<file path="config.mk">
export PLATFORM = sky130hd
export DESIGN_NAME = dma_chan_csr
export DESIGN_NICKNAME = d
export VERILOG_FILES = /design/src/rtl/dcsr_pkg.sv /design/src/rtl/dcsr_flag.sv /design/src/rtl/dcsr_start_fld.sv /design/src/rtl/dcsr_irq_gen.sv /design/src/rtl/dma_chan_csr.sv
export SDC_FILE = /design/constraint.sdc
export NUM_CORES = 1
export LEC_CHECK = 0
export BUFFER_PORTS_ARGS = -buffer_cell sky130_fd_sc_hd__clkbuf_2
export CAP_MARGIN = 10
export CORE_MARGIN = 2
export CORE_UTILIZATION = 37
export CTS_CLUSTER_DIAMETER = 60
export DETAILED_ROUTE_END_ITERATION = 10
export PLACE_DENSITY = 0.78
export SETUP_SLACK_MARGIN = 0.3
export SKIP_LAST_GASP = 1
export SLEW_MARGIN = 25
export SYNTH_ARGS = -nofsm -noshare
export SYNTH_HDL_FRONTEND = slang
export SYNTH_HIERARCHICAL = 1
export SYNTH_SLANG_ARGS = --single-unit
</file>
<file path="constraint.sdc">
create_clock -name clk -period 1.2 [get_ports clk]
set_clock_uncertainty 0.2 [all_clocks]
set_input_delay 0.12 -clock clk [delete_from_list [all_inputs] [get_ports clk]]
set_output_delay 0.12 -clock clk [all_outputs]
set_load 0.02 [all_outputs]
</file>
<file path="src/rtl/dcsr_pkg.sv">
package dcsr_pkg;
  localparam int NSUB     = 2;
  localparam int CODE_W   = 2;
  localparam int CSR_W    = 9;
  localparam int IE_LSB   = 0;
  localparam int FLAG_LSB = 2;
  localparam int CODE_LSB = 4;
  localparam int SPLIT_B  = CODE_LSB + NSUB * CODE_W;

  typedef enum logic [CODE_W-1:0] {
    START_ABORT = 2'b00,
    START_HOLD  = 2'b01,
    START_HALT  = 2'b10,
    START_RUN   = 2'b11
  } start_code_e;
endpackage

</file>
<file path="src/rtl/dcsr_flag.sv">
module dcsr_flag (
  input  logic clk,
  input  logic rst_n,
  input  logic set_i,
  input  logic clr_i,
  output logic flag_o
);
  // a set in the same cycle as a clearing read wins
  always_ff @(posedge clk) begin
    if (!rst_n)     flag_o <= 1'b0;
    else if (set_i) flag_o <= 1'b1;
    else if (clr_i) flag_o <= 1'b0;
  end
endmodule

</file>
<file path="src/rtl/dcsr_start_fld.sv">
module dcsr_start_fld
  import dcsr_pkg::*;
(
  input  logic              clk,
  input  logic              rst_n,
  input  logic              int_en_i,
  input  logic              cpu_we_i,
  input  logic [CODE_W-1:0] cpu_val_i,
  input  logic              upd_i,
  input  logic [CODE_W-1:0] upd_val_i,
  input  logic              halt_i,
  output logic [CODE_W-1:0] code_o
);
  start_code_e code_q, code_d;

  // priority: forced halt, then engine update, then CPU write
  always_comb begin
    code_d = code_q;
    if (int_en_i && halt_i)     code_d = START_HALT;
    else if (int_en_i && upd_i) code_d = start_code_e'(upd_val_i);
    else if (cpu_we_i)          code_d = start_code_e'(cpu_val_i);
  end

  always_ff @(posedge clk) begin
    if (!rst_n) code_q <= START_ABORT;
    else        code_q <= code_d;
  end

  assign code_o = code_q;
endmodule

</file>
<file path="src/rtl/dcsr_irq_gen.sv">
module dcsr_irq_gen #(
  parameter int N_SRC = 2
) (
  input  logic             clk,
  input  logic             rst_n,
  input  logic [N_SRC-1:0] evt_i,
  input  logic [N_SRC-1:0] en_i,
  output logic             irq_o
);
  always_ff @(posedge clk) begin
    if (!rst_n) irq_o <= 1'b0;
    else        irq_o <= |(evt_i & en_i);
  end
endmodule

</file>
<file path="src/rtl/dma_chan_csr.sv">
module dma_chan_csr
  import dcsr_pkg::*;
(
  input  logic              clk,
  input  logic              rst_n,
  input  logic              cpu_wr_en,
  input  logic [CSR_W-1:0]  cpu_wr_data,
  input  logic              cpu_rd_en,
  output logic [CSR_W-1:0]  cpu_rd_data,
  input  logic              pri_done,
  input  logic              aux_done,
  input  logic              pri_start_upd,
  input  logic [CODE_W-1:0] pri_start_upd_code,
  input  logic              aux_start_upd,
  input  logic [CODE_W-1:0] aux_start_upd_code,
  input  logic              pri_tc_halt,
  input  logic              aux_tc_halt,
  output logic              irq,
  output logic [CODE_W-1:0] pri_start_code,
  output logic [CODE_W-1:0] aux_start_code
);
  logic              split_q;
  logic [NSUB-1:0]   ie_q;
  logic [NSUB-1:0]   flag_v;
  logic [NSUB-1:0]   active;
  logic [NSUB-1:0]   done_v;
  logic [NSUB-1:0]   upd_v;
  logic [NSUB-1:0]   halt_v;
  logic [CODE_W-1:0] upd_code_v [NSUB];
  logic [CODE_W-1:0] code_v     [NSUB];
  logic [NSUB-1:0]   evt_v;

  // index 0 is the primary (also the unified channel), index 1 the auxiliary
  assign active        = {split_q, 1'b1};
  assign done_v        = {aux_done, pri_done};
  assign upd_v         = {aux_start_upd, pri_start_upd};
  assign halt_v        = {aux_tc_halt, pri_tc_halt};
  assign upd_code_v[0] = pri_start_upd_code;
  assign upd_code_v[1] = aux_start_upd_code;
  assign evt_v         = done_v & active;

  always_ff @(posedge clk) begin
    if (!rst_n) begin
      ie_q    <= '0;
      split_q <= 1'b0;
    end else if (cpu_wr_en) begin
      ie_q    <= cpu_wr_data[IE_LSB +: NSUB];
      split_q <= cpu_wr_data[SPLIT_B];
    end
  end

  for (genvar g = 0; g < NSUB; g++) begin : g_sub
    localparam int CLSB = CODE_LSB + g * CODE_W;

    dcsr_flag u_flag (
      .clk    (clk),
      .rst_n  (rst_n),
      .set_i  (evt_v[g]),
      .clr_i  (cpu_rd_en),
      .flag_o (flag_v[g])
    );

    dcsr_start_fld u_start (
      .clk       (clk),
      .rst_n     (rst_n),
      .int_en_i  (active[g]),
      .cpu_we_i  (cpu_wr_en),
      .cpu_val_i (cpu_wr_data[CLSB +: CODE_W]),
      .upd_i     (upd_v[g]),
      .upd_val_i (upd_code_v[g]),
      .halt_i    (halt_v[g]),
      .code_o    (code_v[g])
    );

    assign cpu_rd_data[IE_LSB + g]       = ie_q[g];
    assign cpu_rd_data[FLAG_LSB + g]     = flag_v[g];
    assign cpu_rd_data[CLSB +: CODE_W]   = code_v[g];
  end

  assign cpu_rd_data[SPLIT_B] = split_q;

  dcsr_irq_gen #(.N_SRC(NSUB)) u_irq (
    .clk   (clk),
    .rst_n (rst_n),
    .evt_i (evt_v),
    .en_i  (ie_q),
    .irq_o (irq)
  );

  assign pri_start_code = code_v[0];
  assign aux_start_code = split_q ? code_v[1] : START_ABORT;
endmodule

</file>
[Word-level counts from Yosys, hierarchy flattened]
Cells that the tools add are included.
Word-level totals
  register bits after elaboration: 10
  bits in latches: 0
  memory bits (writable): 0
  ROM bits: 0
  output and inout bits: 14
  word-level logic and storage cells: 33
  memories kept: 0
Cells by class
  $add $sub $neg: 0
  multiply operators: 0
  div/mod/pow operators: 0
  $lt $le $gt $ge: 0
  eq/ne operators: 0
  shift operators: 0
  muxes and demuxes: 10
  bitwise operators: 3
  reduce and logical (&&, ||, !) cells: 11
Operator list (number)
  2-to-1 mux 2 bit: 7
  nonzero test 2 bit: 4
  nonzero test 3 bit: 2
  OR reduction 2 bit: 3
  bitwise AND 2 bit: 2
  2-to-1 mux 1 bit: 3
  logical AND 1 bit: 2
  inverter 1 bit: 1

[Depth between registers and ports, before layout]
Gate-level depths: netlist (run 1).
  depth in word-level cells: 3
  mapped depth: 3
  mapped depth without buffers: 3

[By module]
Netlist (run 1), hierarchy kept.
Modules (own cells, without submodules)
  dcsr_start_fld: instances 2, cells an instance 12, area each 115.1 um^2, seq. area each 40.0 um^2
  dma_chan_csr: instances 1, cells an instance 16, area each 153.9 um^2, seq. area each 60.1 um^2
  dcsr_flag: instances 2, cells an instance 3, area each 41.3 um^2, seq. area each 20.0 um^2
  dcsr_irq_gen: instances 1, cells an instance 3, area each 33.8 um^2, seq. area each 20.0 um^2

[Worst setup path before layout (run 1)]
OpenSTA, ideal clock, no wires.
  kind: register to register
  from: register g_sub[0].u_start/code_o[1] (netlist name)
  to: register g_sub[0].u_start.code_q[1]
  data arrival time: 727 ps
  data required time: 880 ps
  path slack: 153 ps
  stages on the path, launching flop included: 4
  path buffers: 0
  clock period less this slack: 1047 ps
  cells stage by stage: dfxtp_1 -> nor2b_1 -> a221oi_2 -> nor2_1
RTL lines
  to (signal assigned): line dcsr_start_fld.sv:26  | else code_q <= code_d;
  to (decl): line dcsr_start_fld.sv:14  | start_code_e code_q, code_d;

[Final worst setup path (run 1)]
  from: register split_q
  to: output port cpu_rd_data[8]
RTL lines
  from (decl): line dma_chan_csr.sv:22  | logic split_q;
  from (signal assigned): line dma_chan_csr.sv:48  | split_q <= cpu_wr_data[SPLIT_B];
  to (decl): line dma_chan_csr.sv:9  | output logic [CSR_W-1:0] cpu_rd_data,
No word-level cell between the ends.

==> results_dict.tcl, run 1 <==
set metrics [dict create \
    rsz0062_at_grt "true" \
    ys_warn_count 6 \
    hold_ws_ns -0.09738 \
    hold_end "g_sub[1].u_start/code_o[1]" \
    synth_area_leaders "dfxtp_1, mux2i_1, nor2b_1, a221oi_2, o21a_1" \
    initial_core_util_pct 38.95 \
    grt_pass1_wl_um 1918 \
    ys_seq_elements 10 \
    violations "negative hold slack, negative setup slack" \
    drt_wl_total_um 1281 \
    routabilityCongestion 0.7019 \
    cp-startpoint "split_q" \
    hold_depth 3 \
    hold_viol_final 10 \
    grtUsageMet3_pct 3.261 \
    die_h_um 40.78 \
    finalPower_w 0.0008613 \
    synth_top_family_by_area "simple AND/OR/NAND/NOR gates" \
    ir_drop_mv 0.7093 \
    row_count 13 \
    vias_per_cell 4.981 \
    seq_area_sq_um 225.2 \
    grtUsageMet1_pct 18.87 \
    busiest_layer "met2" \
    wl_per_cell_um 11.97 \
    root_buffer "clkbuf_4" \
    synth_compound_area_share_pct 18.50 \
    status "finished, violations left" \
    num_vias 533 \
    cp.required_ns 0.88 \
    synth_top_area_share_pct 40.00 \
    syn_inst 49 \
    synth_simple_gate_area_share_pct 26.25 \
    fmaxAchievable_mhz 825.9 \
    netlist_area_sq_um 500.5 \
    seq_area_frac_synth_pct 40.00 \
    rrSetupSlack_ns 0.04 \
    n_antenna_cell 0 \
    setup_viol 3 \
    cp_slowest_cell "dfxtp_4" \
    synth_adder_area_share_pct 0 \
    clockBufferDepth 2 \
    multiInputGateArea_sq_um 321.6 \
    period_share_pct 100.9 \
    synth_most_common_cell "dfxtp_1" \
    max-cap-violations 0 \
    leakage_nw 0.4400 \
    r2r-end "g_sub[1].u_start/code_o[0]" \
    worstPathArrival_ns 0.89 \
    synth_common_cells "dfxtp_1, nor2b_1, mux2i_1, o21a_1" \
    nNetsFinal 116 \
    cp-end-kind "output port" \
    area_growth_syn_to_layout_pct 88.50 \
    die-width_um 40.78 \
    grt_usage_pct 18.40 \
    antenna_found_initial 0 \
    pin_count 37 \
    ys.flop_type "dfxtp_1" \
    cts_buffers 3 \
    crit_fanout 5 \
    grt_pass1_vias 448 \
    cts_tree "done" \
    worstSetupStartpointType "flip-flop" \
    worst_r2r_startpoint "split_q" \
    synth_xor_area_share_pct 0 \
    drtAntennaViolNets 0 \
    grt-ovfl-total 0 \
    hold_class "input pin to flip-flop" \
    path_cells "buf_4 > buf_8" \
    maxSlewViolCount 0 \
    avgSynthCellArea_sq_um 10.21 \
    reg2reg_depth 3 \
    grt_use_met2_pct 34.38 \
    drive_gt1_share_pct 68.48 \
    clock-sinks 10 \
    drc 0 \
    async_flop_share_pct 0 \
    min_from "cpu_wr_data[7]" \
    clkSlewWorstSetupHoldPaths_ns 0.07 \
    fin_util_pct 73.42 \
    drt_pass1_iterations 4 \
    criticalPathCategory "flip-flop to output port" \
    core-area_sq_um 1285 \
    synth_area_leader_cell "dfxtp_1" \
    numPortBuffers 34 \
    dp.final_hpwl_um 883.3 \
    setup_slack_ns -0.01079 \
    synth_edf_count 0 \
    h-tree-depth 1 \
    drtIter0Drc 3 \
    pwr_density_cell_nw_per_um2 913.0 \
    cpPeakStageDelay_ns 0.36 \
    dieArea_sq_um 1663 \
    finalCriticalPeriod_ns 1.211 \
    clock_latency_ns 0.26 \
    synth_cell_type_count 16 \
    synth_mux_area_share_pct 10.00 \
    grt_max_degree 11 \
    fill_cells 87 \
]
-- layer usage --
metal / routed length [um] / up-vias
met5: 0 / -
met4: 0 / 0
met3: 83 / 0
met2: 767 / 27
met1: 430 / 251
li1: - / 255
-- registers in the layout (all words and copies together), names as in the netlist --
signal,count
g_sub.u_start/code_o,4
g_sub.u_flag/flag_o,2
ie_q,2
split_q,1
u_irq/irq_o,1
-- layout by cell type (no fill, tap or decap) --
cell type / synthesis / final
o31ai_1: 2 / 1
a21oi_1: 2 / 2
nor2b_4: 2 / 4
buf_4: 3 / 3
nand2_1: 2 / 2
clkbuf_2: 0 / 20
o21a_1: 4 / 4
a221oi_2: 2 / 2
clkbuf_1: 0 / 1
conb_1: 1 / 4
mux2i_1: 5 / 5
nor2_1: 2 / 2
and2_4: 0 / 3
dfxtp_4: 0 / 5
and4b_1: 2 / 2
a22oi_2: 0 / 1
dfxtp_2: 0 / 5
buf_6: 0 / 3
o31ai_2: 0 / 1
buf_8: 0 / 13
or2_1: 2 / 2
clkbuf_4: 0 / 3
nor2b_1: 6 / 4
-- area by class of cell --
| type | count | area share (%) |
|---|---|---|
| tap | 15 | 1.989 |
| multi-input combinational | 39 | 34.08 |
| timing repair buffer | 39 | 37.27 |
| sequential | 10 | 23.87 |
| clock buffer | 4 | 2.785 |
-- power by group --
| part | switching, W | total, W | internal [W] |
|---|---|---|---|
| Clock | 0.000117 | 0.000245 | 0.000128 |
| Combinational | 0.0000978 | 0.000242 | 0.000144 |
| Sequential | 0.0000233 | 0.000374 | 0.000351 |
-- how the worst max path moves through the flow --
stage	slack, ns	cells past startpoint	end
3_5_place_dp	0.08	4	g_sub[0].u_start/code_o[0]
3_3_place_gp	0.09	4	g_sub[1].u_start/code_o[0]
4_1_cts	-0.04	2	aux_start_code[0]
2_1_floorplan	0.21	3	g_sub[0].u_start/code_o[1]
6_report	-0.01	2	cpu_rd_data[8]
5_1_grt	-0.04	2	aux_start_code[0]
-- critical path, delay by kind of cell, from the launching register on --
kind                   cells  cell delay, ns
flip-flops                 1            0.36
buffers and inverters      2            0.26
-- kinds of logic after synthesis --
| family | count (synthesis) |
|---|---|
| AO/OA/AOI/OAI | 11 |
| buffers and inverters | 3 |
| flip-flops | 10 |
| multiplexers | 5 |
| other | 1 |
| AND/OR/NAND/NOR | 19 |
-- timing repair --
action	4_1_cts	5_1_grt
setup endpoints to repair	20	24
pin swaps	0	0
buffers inserted	4	0
endpoints found under the hold margin	10	6
gates resized for setup	28	18
-- stage by stage --
step	cell area, sq um	hold slack (ns)	std cells	setup WS (ns)	setup TNS (ns)
6_report	943.4	-0.09738	107	-0.01079	-0.02171
3_3_place_gp	726.9	0.1473	99	0.08943	0
5_1_grt	943.4	-0.1023	107	-0.04263	-0.1237
4_1_cts	910.9	-0.1114	107	-0.03778	-0.1043
3_5_place_dp	726.9	0.1630	99	0.07647	0
2_1_floorplan	553.0	0.03678	52	0.2116	0
Note: power is estimated with default switching activity, not from simulation.
==> run 2, diff against run 1 <==
--- a/config.mk
+++ b/config.mk
@@ -9,5 +9,8 @@
 export CAP_MARGIN = 10
+export CELL_PAD_IN_SITES_DETAIL_PLACEMENT = 0
+export CELL_PAD_IN_SITES_GLOBAL_PLACEMENT = 1
 export CORE_MARGIN = 2
-export CORE_UTILIZATION = 37
+export CORE_UTILIZATION = 26
 export CTS_CLUSTER_DIAMETER = 60
+export CTS_CLUSTER_SIZE = 12
 export DETAILED_ROUTE_END_ITERATION = 10
==> constraint.sdc (replaced) <==
create_clock -name clk -period 1.2 [get_ports clk]
set_clock_uncertainty 0.2 [all_clocks]
set_input_delay 0.24 -clock clk [delete_from_list [all_inputs] [get_ports clk]]
set_output_delay 0.24 -clock clk [all_outputs]
set_load 0.02 [all_outputs]
==> results_dict.tcl, run 2 (same netlist as run 1, synthesis figures left out) <==
set metrics [dict create \
    fill_cells 174 \
    nNetsFinal 121 \
    reg2reg_depth 3 \
    cp-startpoint "split_q" \
    place_ws_ns -0.002412 \
    period_share_pct 110.4 \
    cp-end-kind "output port" \
    fin_util_pct 55.18 \
    final_common_cell "clkbuf_2" \
    crit_fanout 5 \
    rrSetupSlack_ns 0.04 \
    antenna_found_initial 0 \
    drive_gt1_share_pct 69.07 \
    finalPower_w 0.0008606 \
    worst_r2r_startpoint "split_q" \
    clock_latency_ns 0.26 \
    cts_buffers 3 \
    h-tree-depth 1 \
    drt_pass1_iterations 2 \
    hold_class "input pin to flip-flop" \
    pwr_density_cell_nw_per_um2 884.0 \
    wl_per_cell_um 9.844 \
    grt-ovfl-total 0 \
    die-width_um 47.88 \
    max-cap-violations 0 \
    leakage_nw 0.4599 \
    multiInputGateArea_sq_um 314.1 \
    vias_per_cell 4.156 \
    worstSetupStartpointType "flip-flop" \
    r2r-end "g_sub[1].u_start/code_o[0]" \
    dieArea_sq_um 2292 \
    row_count 15 \
    violations "negative setup slack" \
    hold_viol_final 0 \
    core-area_sq_um 1764 \
    worstPathArrival_ns 0.89 \
    dp.final_hpwl_um 909.5 \
    grt_usage_pct 13.04 \
    status "finished, violations left" \
    grt_pass1_vias 515 \
    final_cells 122 \
    dpl.cell_count 112 \
    drtIter0Drc 1 \
    maxSlewViolCount 0 \
    setup_slack_ns -0.1251 \
    drt_wl_total_um 1201 \
    rsz0062_at_grt "true" \
    finalCriticalPeriod_ns 1.325 \
    die_h_um 47.88 \
    seq_area_sq_um 225.2 \
    fmaxAchievable_mhz 754.7 \
    area_growth_syn_to_layout_pct 94.50 \
    routabilityCongestion 0.6629 \
    cp-endpoint "aux_start_code[0]" \
    grt_max_degree 11 \
    final_cell_mix "clkbuf_2, buf_8, buf_4" \
    clockBufferDepth 2 \
    numPortBuffers 34 \
    cts_tree "done" \
    grt_pass1_wl_um 2035 \
    ir_drop_mv 0.8144 \
    criticalPathCategory "flip-flop to output port" \
    setup_tns_ns -0.3820 \
    num_vias 507 \
    clock-sinks 10 \
    drc 0 \
    root_buffer "clkbuf_4" \
    cp.required_ns 0.76 \
    largest_reg_flops 4 \
    n_antenna_cell 0 \
    setup_viol 4 \
    pin_count 37 \
    drtAntennaViolNets 0 \
    clkSlewWorstSetupHoldPaths_ns 0.07 \
    initial_core_util_pct 28.37 \
]
[run 2: cell types whose count changed in the layout (fill, tap and decap cells not counted)]
cell,before,now
buf_4,3,9
buf_8,13,11
buf_2,0,1
buf_6,3,2
clkbuf_2,20,19
clkbuf_4,3,4
clkbuf_8,0,1
nor2b_1,4,5
nor2b_4,4,3
[run 2: metal layers]
layer  GRT usage (%)  wire [um]
met5               0          0
met4           3.243          5
met3           9.057        141
met2           20.00        590
met1           14.80        463
[run 2: layout make-up]
cell class | instances | share of cell area, %
repair buffers | 44 | 38.69
multi-input cells | 39 | 32.26
flip-flops and latches | 10 | 23.14
well taps | 25 | 3.213
clock buffers | 4 | 2.699
[run 2: worst min path at each step]
stage                          start                    endpoint  slack (ns)  depth (start not counted)
6_report       pri_start_upd_code[1]  g_sub[0].u_start/code_o[1]        0.01                          3
5_1_grt                     pri_done      g_sub[0].u_flag/flag_o        0.01                          2
2_1_floorplan                  rst_n  g_sub[1].u_start/code_o[1]        0.16                          2
4_1_cts        aux_start_upd_code[1]  g_sub[1].u_start/code_o[1]      -0.003                          3
3_5_place_dp                pri_done      g_sub[0].u_flag/flag_o        0.27                          2
3_3_place_gp                pri_done      g_sub[0].u_flag/flag_o        0.27                          2
[run 2: worst max-delay path: stages, from the launching register on]
cell and delay, ns:
dfxtp_4 0.36, and2_4 0.14, buf_8 0.12
[run 2: through the flow]
stage	cell area [sq um]	hold slack (ns)
6_report	973.4	0.01222
5_1_grt	973.4	0.01226
4_1_cts	922.1	-0.002777
3_5_place_dp	757.0	0.2726
3_3_place_gp	757.0	0.2735
2_1_floorplan	559.3	0.1567
[run 2: timing repair]
action	4_1_cts	5_1_grt
gates resized for setup	27	17
setup buffers	3	3
endpoints found under the hold margin	1	0
setup endpoints to repair	21	23
pin swaps	2	2
[run 2: power by group]
group / switching (W) / internal (W) / total [W] / leakage, nW
sequential: 0.0000198 / 0.000351 / 0.000371 / 0.0875
clock: 0.000115 / 0.000128 / 0.000243 / 0.0150
combinational: 0.0000990 / 0.000148 / 0.000247 / 0.357
==> run 3, diff against run 2 <==
Settings changed: CAP_MARGIN 10 to 20, SETUP_SLACK_MARGIN 0.3 to 0.2.
Clock period 1.2 ns to 1.4 ns, I/O delays scaled along.
==> results_dict.tcl, run 3 (same netlist as run 1, synthesis figures left out) <==
set metrics [dict create \
    rsz0062_at_grt "true" \
    grt_pass1_wl_um 1959 \
    leakage_nw 0.4389 \
    clock-sinks 10 \
    multiInputGateArea_sq_um 299.0 \
    drt_wl_total_um 1326 \
    cpLargestDelayFamily "flip-flops" \
    wl_per_cell_um 11.24 \
    numPortBuffers 34 \
    finalPower_w 0.0007196 \
    cp.required_ns 0.92 \
    ir_drop_mv 0.4451 \
    dieArea_sq_um 2292 \
    final_cell_mix "clkbuf_2, buf_8, dfxtp_2" \
    cpPeakStageDelay_ns 0.36 \
    h-tree-depth 1 \
    drc 0 \
    routabilityCongestion 0.6840 \
    cp-end-kind "output port" \
    num_vias 501 \
    fmaxAchievable_mhz 737.1 \
    antenna_found_initial 0 \
    nNetsFinal 118 \
    core-area_sq_um 1764 \
    clock_latency_ns 0.26 \
    dp.final_hpwl_um 881.7 \
    cts_buffers 3 \
    worstPathArrival_ns 0.88 \
    fill_cells 180 \
    crit_fanout 5 \
    area_growth_syn_to_layout_pct 86.00 \
    pin_count 37 \
    grt_max_degree 11 \
    cp_slowest_cell "dfxtp_4" \
    worstSetupStartpointType "flip-flop" \
    hold_viol_final 0 \
    die-width_um 47.88 \
    row_count 15 \
    clkSlewWorstSetupHoldPaths_ns 0.07 \
    final_common_cell "clkbuf_2" \
    root_buffer "clkbuf_4" \
    setup_viol 0 \
    setup_tns_ns 0 \
    drt_pass1_iterations 2 \
    finalCriticalPeriod_ns 1.357 \
    drtAntennaViolNets 0 \
    cts_tree "done" \
    path_buf_inv 1 \
    hold_class "input pin to flip-flop" \
    drtIter0Drc 5 \
    die_h_um 47.88 \
    path_cells "and2_4 > buf_8" \
    criticalPathCategory "flip-flop to output port" \
    initial_core_util_pct 28.37 \
    pwr_density_cell_nw_per_um2 773.0 \
    largest_reg_flops 4 \
    grt-ovfl-total 0 \
    vias_per_cell 4.246 \
    n_antenna_cell 0 \
    period_share_pct 96.91 \
    max-cap-violations 0 \
    status "finished, final reports clean" \
    seq_area_sq_um 220.2 \
    drive_gt1_share_pct 65.59 \
    maxSlewViolCount 0 \
    grt_usage_pct 13.15 \
    clockBufferDepth 2 \
    grt_pass1_vias 477 \
]
-- run 3: cell count changes in the layout (fill, tap and decap cells not counted), sizes merged --
cell	previous run	this run
buf	23	19
-- run 3: tightest hold or removal path: cells and delay by family --
kind	cells	cell delay, ns
buffers and inverters	1	0.08
and+or+nand+nor	1	0.07
AOI/OAI and AO/OA	1	0.06
-- run 3: through the flow --
stage | util [%] | cell area (sq um) | worst slack, ns | std cells | hold slack, ns
6_report | 52.77 | 930.9 | 0.04329 | 118 | 0.05918
2_1_floorplan | - | 511.7 | 0.2238 | 52 | 0.1975
3_5_place_dp | 39.57 | 698.2 | 0.1304 | 109 | 0.3186
4_1_cts | 50.92 | 898.4 | 0.03222 | 117 | 0.04858
5_1_grt | 52.77 | 930.9 | 0.01557 | 118 | 0.05503
3_3_place_gp | 39.57 | 698.2 | 0.1316 | 109 | 0.3168
-- run 3: power by group --
| part | total (W) | switching (W) | internal (W) | leakage (nW) |
|---|---|---|---|---|
| clock | 0.000199 | 0.000100 | 0.0000993 | 0.0138 |
| sequential | 0.000321 | 0.0000179 | 0.000303 | 0.0869 |
| combinational | 0.000200 | 0.0000815 | 0.000118 | 0.338 |
-- run 3: layout make-up --
cell class	instances	share of cell area, %
timing repair buffer	41	38.44
multi-input combinational	39	32.12
clock buffer	3	2.419
tap	25	3.360
sequential	10	23.66
-- run 3: repair_timing --
| action | 4_1_cts | 5_1_grt |
|---|---|---|
| setup buffers | 5 | 1 |
| gates cloned | 0 | 0 |
| endpoints found under the setup margin | 14 | 15 |
| gates resized for setup | 40 | 15 |
| hold buffers | 0 | 0 |
| pin swaps | 0 | 0 |
-- run 3: final timing paths --
kind                          startpoint                          to  slack, ns  cells after the start
setup / recovery                 split_q           aux_start_code[0]       0.04                      2
hold / removal     pri_start_upd_code[1]  g_sub[0].u_start/code_o[1]       0.06                      3
setup reg to reg  g_sub[1].u_flag/flag_o      g_sub[1].u_flag/flag_o       0.23                      4
hold reg to reg                  ie_q[0]                     ie_q[0]       0.35                      2
-- run 3: per-layer routing --
layer / up-vias / wire length [um] / share of wire [%] / global-route usage (%)
li1: 259 / - / - / -
met1: 218 / 472 / 36 / 12.19
met2: 20 / 744 / 56 / 24.00
met3: 4 / 73 / 5.5 / 3.774
met4: 0 / 36 / 2.7 / 9.730
met5: - / 0 / 0 / 0
